File: config.mk
export PLATFORM = sky130hd
export DESIGN_NAME = prog_timer
export DESIGN_NICKNAME = d
export VERILOG_FILES = /design/src/rtl/prog_timer_pkg.sv /design/src/rtl/ptm_clear_ctl.sv /design/src/rtl/ptm_counter.sv /design/src/rtl/ptm_out_ctl.sv /design/src/rtl/prog_timer.sv
export SDC_FILE = /design/constraint.sdc
export NUM_CORES = 1
export LEC_CHECK = 0
export ABC_AREA = 1
export ABC_CLOCK_PERIOD_IN_PS = 1410
export CAP_MARGIN = 30
export CORE_AREA = 3 3 54 56
export DETAILED_ROUTE_END_ITERATION = 8
export DIE_AREA = 0 0 57 59
export PLACE_DENSITY_LB_ADDON = 0.08
export SLEW_MARGIN = 20
export SYNTH_ARGS = -nofsm -noshare
export SYNTH_HDL_FRONTEND = slang
export SYNTH_SLANG_ARGS = --single-unit
export TNS_END_PERCENT = 30
File: constraint.sdc
create_clock -name clk -period 1.41 [get_ports clk]
set_input_delay 0.282 -clock clk [delete_from_list [all_inputs] [get_ports clk]]
set_output_delay 0.282 -clock clk [all_outputs]
set_load 0.02 [all_outputs]
File: src/rtl/prog_timer_pkg.sv
package prog_timer_pkg;

  typedef enum logic {
    RUN_ONESHOT = 1'b0,
    RUN_RECYCLE = 1'b1
  } run_mode_e;

  // A stage goes from 0 to 1 between the present and the next count.
  function automatic logic stage_rises(input logic now_lvl, input logic nxt_lvl);
    return (!now_lvl) && nxt_lvl;
  endfunction

  // Output level: polarity applied over the raw timer state.
  function automatic logic apply_pol(input logic raw, input logic pol);
    return raw ^ pol;
  endfunction

endpackage

File: src/rtl/ptm_clear_ctl.sv
module ptm_clear_ctl (
  input  logic clk,
  input  logic mrst,
  input  logic auto_dis,
  input  logic por_n,
  input  logic mode,
  output logic clear,
  output logic por_evt,
  output logic mode_evt
);

  logic por_q;
  logic mode_q;

  // Samples without reset: these registers are the edge detectors themselves.
  always_ff @(posedge clk) begin
    por_q  <= por_n;
    mode_q <= mode;
  end

  assign por_evt  = por_n & ~por_q & ~auto_dis;
  assign mode_evt = mode ^ mode_q;
  assign clear    = mrst | por_evt | mode_evt;

endmodule

File: src/rtl/ptm_counter.sv
module ptm_counter #(
  parameter int CNT_W = 16
) (
  input  logic             clk,
  input  logic             clear,
  input  logic             tick,
  output logic [CNT_W-1:0] cnt,
  output logic [CNT_W-1:0] cnt_nxt,
  output logic             step
);

  assign step    = tick & ~clear;
  assign cnt_nxt = cnt + CNT_W'(1);

  always_ff @(posedge clk) begin
    if (clear)     cnt <= '0;
    else if (step) cnt <= cnt_nxt;
  end

endmodule

File: src/rtl/ptm_out_ctl.sv
module ptm_out_ctl
  import prog_timer_pkg::*;
#(
  parameter int CNT_W    = 16,
  parameter int STG_00   = 13,
  parameter int STG_01   = 10,
  parameter int STG_10   = 8,
  parameter int STG_11   = 16,
  parameter bit HAS_BUSY = 1'b1
) (
  input  logic             clk,
  input  logic             clear,
  input  logic             step,
  input  logic [CNT_W-1:0] cnt,
  input  logic [CNT_W-1:0] cnt_nxt,
  input  logic [1:0]       tsel,
  input  logic             pol,
  input  logic             mode,
  output logic             tap_lvl,
  output logic             half_hit,
  output logic             latch,
  output logic             tout,
  output logic             busy
);

  localparam int IDX_W = (CNT_W > 1) ? $clog2(CNT_W) : 1;

  // Select code to bit index: stage n is counter bit n-1.
  function automatic logic [IDX_W-1:0] tap_of(input logic [1:0] s);
    case (s)
      2'b00:   return IDX_W'(STG_00 - 1);
      2'b01:   return IDX_W'(STG_01 - 1);
      2'b10:   return IDX_W'(STG_10 - 1);
      default: return IDX_W'(STG_11 - 1);
    endcase
  endfunction

  logic [IDX_W-1:0] tap_idx;
  logic             raw;
  run_mode_e        run;

  assign run      = run_mode_e'(mode);
  assign tap_idx  = tap_of(tsel);
  assign tap_lvl  = cnt[tap_idx];
  assign half_hit = step & stage_rises(cnt[tap_idx], cnt_nxt[tap_idx]);

  always_ff @(posedge clk) begin
    if (clear)                                latch <= 1'b0;
    else if (half_hit && run == RUN_ONESHOT)  latch <= 1'b1;
  end

  always_comb begin
    if (clear)                    raw = 1'b0;
    else if (run == RUN_RECYCLE)  raw = tap_lvl;
    else                          raw = latch;
  end

  assign tout = apply_pol(raw, pol);

  generate
    if (HAS_BUSY) begin : g_busy
      assign busy = ~clear & (run == RUN_ONESHOT) & ~latch;
    end else begin : g_nobusy
      assign busy = 1'b0;
    end
  endgenerate

endmodule

File: src/rtl/prog_timer.sv
module prog_timer #(
  parameter int CNT_W    = 16,
  parameter int STG_00   = 13,
  parameter int STG_01   = 10,
  parameter int STG_10   = 8,
  parameter int STG_11   = 16,
  parameter bit HAS_BUSY = 1'b1
) (
  input  logic       clk,
  input  logic       tick,
  input  logic       mrst,
  input  logic       auto_dis,
  input  logic       por_n,
  input  logic [1:0] tsel,
  input  logic       pol,
  input  logic       mode,
  output logic       tout,
  output logic       busy
);

  logic             clear_w;
  logic             por_evt_w;
  logic             mode_evt_w;
  logic             step_w;
  logic [CNT_W-1:0] cnt_w;
  logic [CNT_W-1:0] cnt_nxt_w;
  logic             tap_lvl_w;
  logic             half_hit_w;
  logic             latch_w;

  ptm_clear_ctl u_clr (
    .clk      (clk),
    .mrst     (mrst),
    .auto_dis (auto_dis),
    .por_n    (por_n),
    .mode     (mode),
    .clear    (clear_w),
    .por_evt  (por_evt_w),
    .mode_evt (mode_evt_w)
  );

  ptm_counter #(.CNT_W(CNT_W)) u_cnt (
    .clk     (clk),
    .clear   (clear_w),
    .tick    (tick),
    .cnt     (cnt_w),
    .cnt_nxt (cnt_nxt_w),
    .step    (step_w)
  );

  ptm_out_ctl #(
    .CNT_W    (CNT_W),
    .STG_00   (STG_00),
    .STG_01   (STG_01),
    .STG_10   (STG_10),
    .STG_11   (STG_11),
    .HAS_BUSY (HAS_BUSY)
  ) u_out (
    .clk      (clk),
    .clear    (clear_w),
    .step     (step_w),
    .cnt      (cnt_w),
    .cnt_nxt  (cnt_nxt_w),
    .tsel     (tsel),
    .pol      (pol),
    .mode     (mode),
    .tap_lvl  (tap_lvl_w),
    .half_hit (half_hit_w),
    .latch    (latch_w),
    .tout     (tout),
    .busy     (busy)
  );

endmodule

; Yosys cells after proc, flatten, opt, wreduce, memory -nomap -nowiden
; Index checks and enable logic that the tools add are counted.
[op_classes]
add_sub_neg = 1
order_cmp = 1
eq_ne = 2
muxes = 7
bitwise_logic = 15
n_reduce_logical = 4
[op_table]
columns = cell, count
row1 = $add A16 B1 Y16 const B, 1
row2 = $pmux W4 S3, 1
row3 = $bmux W1 S4, 2
row4 = $and A1 B1 Y1, 6
row5 = $lt A4 B5 Y1 const B, 1
row6 = $not A1 Y1, 5
row7 = $mux W1, 4
row8 = $eq A2 B1 Y1 const B, 1
row9 = $eq A2 B2 Y1 const B, 1
row10 = $logic_and A1 B1 Y1, 2
row11 = $logic_not A2 Y1, 1
row12 = $or A1 B1 Y1, 2
row13 = $xor A1 B1 Y1, 2
row14 = $logic_not A1 Y1, 1
[word_totals]
reg_bits = 19
in_bits = 9
out_inout_bits = 2

; Logic depth before layout (Yosys ltp)
[depth]
depth_word = 9
ltp_mapped = 10
depth_no_buf = 10

; By module
; From an unflattened synthesis, not the netlist that was laid out.
[unflattened]
hier_cells = 191
hier_area_um2 = 1213.7
[by_module_without_submodules]
columns = module, n_inst, cells_each, area_each_um2, seq_area_each_um2
row1 = ptm_counter, 1, 145, 949.7, 320.3
row2 = ptm_out_ctl, 1, 32, 168.9, 20.0
row3 = ptm_clear_ctl, 1, 14, 95.1, 40.0

; Worst setup path before layout
; OpenSTA, ideal clock, no wires.
[synth_timing]
kind = reg-to-output
start = reg u_clr.mode_q
end = out tout
arrival_time_ns = 1.223
required_ns = 1.128
setup_slack_ns = -0.095
stages_incl_launch_ff = 6
n_path_buf = 0
cell_sequence = dfxtp_1 > xnor2_1 > nand3_1 > inv_2 > o211ai_1 > xnor2_1
[synth_between]
elab_chain_cells = 4
[synth_lines]
columns = element, line
row1 = start: declaration, ptm_clear_ctl.sv:13  ; logic mode_q;
row2 = start signal: assignment, ptm_clear_ctl.sv:18  ; mode_q <= mode;
row3 = $xor A1 B1 Y1, ptm_clear_ctl.sv:22  ; assign mode_evt = mode ^ mode_q;
row4 = $or A1 B1 Y1, ptm_clear_ctl.sv:23  ; assign clear = mrst | por_evt | mode_evt;
row5 = $mux W1, ptm_out_ctl.sv:53  ; if (clear) raw = 1'b0;
row6 = $xor A1 B1 Y1, prog_timer_pkg.sv:15  ; return raw ^ pol;
row7 = end: declaration, prog_timer.sv:17  ; output logic tout,
; No other way between the ends.

; Worst setup path in the final report
; Same ends and word-level chain as after synthesis.

==> impl_metrics.yaml <==
synth:
  synthesis.area_um2: 1060
  synth_nets: 167
  ys.flop_type: "dfxtp_1"
  syn_inst: 157
  synth-seq-cells: 19
  synth_cell_types: 24
  yosys-top-cells-count: "nand2_1 (32), inv_1 (22), dfxtp_1 (19), nand3_1 (16), nor2_1 (15)"
  ys.warnings.count: 0
  synth-edff-count: 0
  yosysMostFrequentCell: "nand2_1"
  yosys.area.top_type: "dfxtp_1"
  synth_top_area_share_pct: 35.8
  synth.area.top_cells: "dfxtp_1 (36%), nand2_1 (11%), inv_1 (7.8%), nand3_1 (7.5%), nor2_1 (5.3%)"
  synth_area_per_cell_um2: 6.77
  yosysSeqAreaShare_pct: 35.8
  async_reset_ff_share_pct: 0
setup_path:
  cp.arrival_ns: 1.40
  cp_slowest_stage_delay_ns: 0.34
  cp-start-kind: "flop"
  cpMostUsedCell: "xnor2_2"
  crit_slowest_cell: "dfxtp_2"
  critical_path_class: "flop to primary output"
  worstSetupEndpointType: "primary output"
  required_ns: 1.13
  worstPathCellList: "xnor2_2 -> nand3_2 -> inv_2 -> o211ai_1 -> xnor2_2 -> buf_4"
  worstRegToRegCells: 10
  cp_max_fo: 2
route:
  first_iter_violations: 29
  num_vias: 1133
  routed_wl_mm: 2.78
  drc: 0
  ant_nets: 0
  via_per_inst: 5.04
  dr.pass1.iters: 4
  wl_per_cell_um: 12.4
floorplan:
  dieWidth_um: 57
  io_pins: 11
  die_h_um: 59
  start_util_pct: 42.9
  die-area_um2: 3360
  row_count: 18
  core-area_um2: 2480
clocking:
  clk_latency_ns: 0.30
  cts_root_buffer: "clkbuf_4"
  path_clk_slew_ns: 0.11
  cts_tree: "done"
  cts.sinks: 19
  h-tree-depth: 1
  clk_path_buf_depth: 2
  cts-buffers-inserted: 3
timing:
  rsz0062_at_grt: "yes"
  fin_ws_ns: -0.272
  setup_viol_count_final: 2
  post-route-period-util_pct: 119
  fmax_mhz: 595
  skew_ns: 0.00563
  hold_violations: 0
  tightest_slew_ns: 0.287
  slew_headroom_pct: 80.9
  min_period_ns: 1.68
  final_max_slew_viol_count: 0
pwr:
  leakage_nw: 0.615
  vdd_drop_max_uv: 712
  powerDensity_nw_per_um2: 661
  finalPower_mw: 0.997
placement:
  gp_congestion: 0.838
  hpwl_mm: 2.05
  placed_area_um2: 1360
  port-buffer-count: 10
outcome:
  outcome: "finished, violations left"
  violations: "setup timing"
layout:
  drive_above_1_share_pct: 38.5
  register_area_um2: 390
  postLayoutCellArea_um2: 1510
  multi_input_area_um2: 673
  fin_nets: 206
  syn_to_final_growth_pct: 41.9
  antenna-diode-count: 0
  fillers: 244
grt:
  use_met2_pct: 32.0
  antenna_found_initial: 0
  gr-max-usage-layer: "met2"
  grt_overflow: 0
  grt_max_degree: 11
  grt_pass1_vias: 1064
  grt_pass1_wl_mm: 4.55
  met3_usage_pct: 2.61
  grt_usage_pct: 17.5
  met1_usage_pct: 19.8
worst_hold_path:
  hold_depth: 1
  worstHoldPathType: "input pin to flop"
job:
  cap_violations: 0
path summary, 6_finish.rpt:
kind	from	to	slack [ns]
worst min register to register	u_cnt.cnt[14]$_SDFFE_PP0P_	u_cnt.cnt[14]$_SDFFE_PP0P_	0.47
worst min-delay path	por_n	u_clr.por_q$_DFF_P_	0.13
worst max-delay path	u_clr.mode_q$_DFF_P_	tout	-0.27
worst max register to register	u_cnt.cnt[7]$_SDFFE_PP0P_	u_out.latch$_SDFFE_PP0P_	0.01
layout make-up:
type,count,share of cell area (%)
multi-input cells,111,44.6
flip-flops and latches,19,25.9
repair buffers,36,19.1
inverters,25,6.22
well taps,30,2.49
clock buffers,4,1.74
sequential cells by signal, summed over array words and instances, names as in the netlist:
register	cells
u_cnt.cnt	16
u_clr.mode_q	1
u_clr.por_q	1
u_out.latch	1
cells by family after synthesis:
family | count (synthesis) | synth area share, %
xor+xnor | 3 | 2.47
buf+inv | 27 | 10.2
compound gates | 22 | 12.2
fa+ha+maj | 1 | 1.18
flops | 19 | 35.8
simple gates | 85 | 38.1
stage by stage:
| stage | setup WS, ns | util (%) | cells | TNS (ns) | hold WS (ns) |
|---|---|---|---|---|---|
| 2_1_floorplan | -0.00159 | - | 157 | -0.00159 | 0.310 |
| 3_3_place_gp | -0.911 | 55.1 | 217 | -4.97 | 0.437 |
| 3_5_place_dp | -0.986 | 55.1 | 217 | -5.48 | 0.445 |
| 4_1_cts | -0.313 | 57.7 | 223 | -0.653 | 0.417 |
| 5_1_grt | -0.386 | 60.9 | 225 | -0.953 | 0.131 |
| 6_report | -0.272 | 60.9 | 225 | -0.527 | 0.133 |
power breakdown:
part | total (mW) | switching (mW) | internal (mW) | leakage (nW)
Clock | 0.291 | 0.181 | 0.110 | 0.0150
Sequential | 0.547 | 0.00336 | 0.544 | 0.157
Combinational | 0.159 | 0.0808 | 0.0784 | 0.442
Total | 0.997 | 0.265 | 0.733 | 0.615
metal layers:
metal	part of all wire [%]	vias to the layer above
li1	-	588
met1	43	511
met2	50	26
met3	4.1	8
met4	2.5	0
met5	0	-
repair_timing:
| action | in CTS | in global routing |
|---|---|---|
| endpoints found under the hold margin | 0 | 0 |
| gates resized for setup | 25 | 22 |
| buffers inserted | 2 | 2 |
| setup endpoints to repair | 6 | 10 |
| pin swaps | 8 | 7 |
| hold buffers | 0 | 0 |
cells in the final DEF (no fill, tap or decap):
master | synthesis | final
dlymetal6s2s_1 | 0 | 1
buf_4 | 0 | 28
a21oi_2 | 1 | 1
o211ai_1 | 2 | 2
nor2_1 | 15 | 9
a21oi_1 | 9 | 9
inv_1 | 22 | 20
xnor2_1 | 3 | 1
xnor2_2 | 0 | 2
clkdlybuf4s50_1 | 0 | 3
clkbuf_1 | 1 | 1
nor3_1 | 7 | 5
clkbuf_4 | 0 | 3
a211oi_1 | 2 | 2
nor2_4 | 4 | 8
dlygate4sd2_1 | 0 | 4
nand4_1 | 4 | 4
o21ai_0 | 5 | 4
a41oi_1 | 1 | 1
dfxtp_1 | 19 | 11
o21ai_1 | 1 | 1
dfxtp_2 | 0 | 8
nor3_2 | 0 | 2
nand3_1 | 16 | 10
ha_2 | 0 | 1
nand3_2 | 0 | 6
or2_2 | 1 | 1
inv_2 | 3 | 5
o31ai_1 | 1 | 1
nand2_2 | 4 | 5
o21ai_2 | 0 | 1
nand2_1 | 32 | 31
nor2_2 | 2 | 4
worst max-delay path: cells and delay by family (launching register included):
family / cells / cell delay, ns
flops: 1 / 0.34
xor+xnor: 2 / 0.30
buf+inv: 2 / 0.23
compound gates: 1 / 0.12
simple gates: 1 / 0.12
Note: power is estimated with default switching activity, not from simulation.
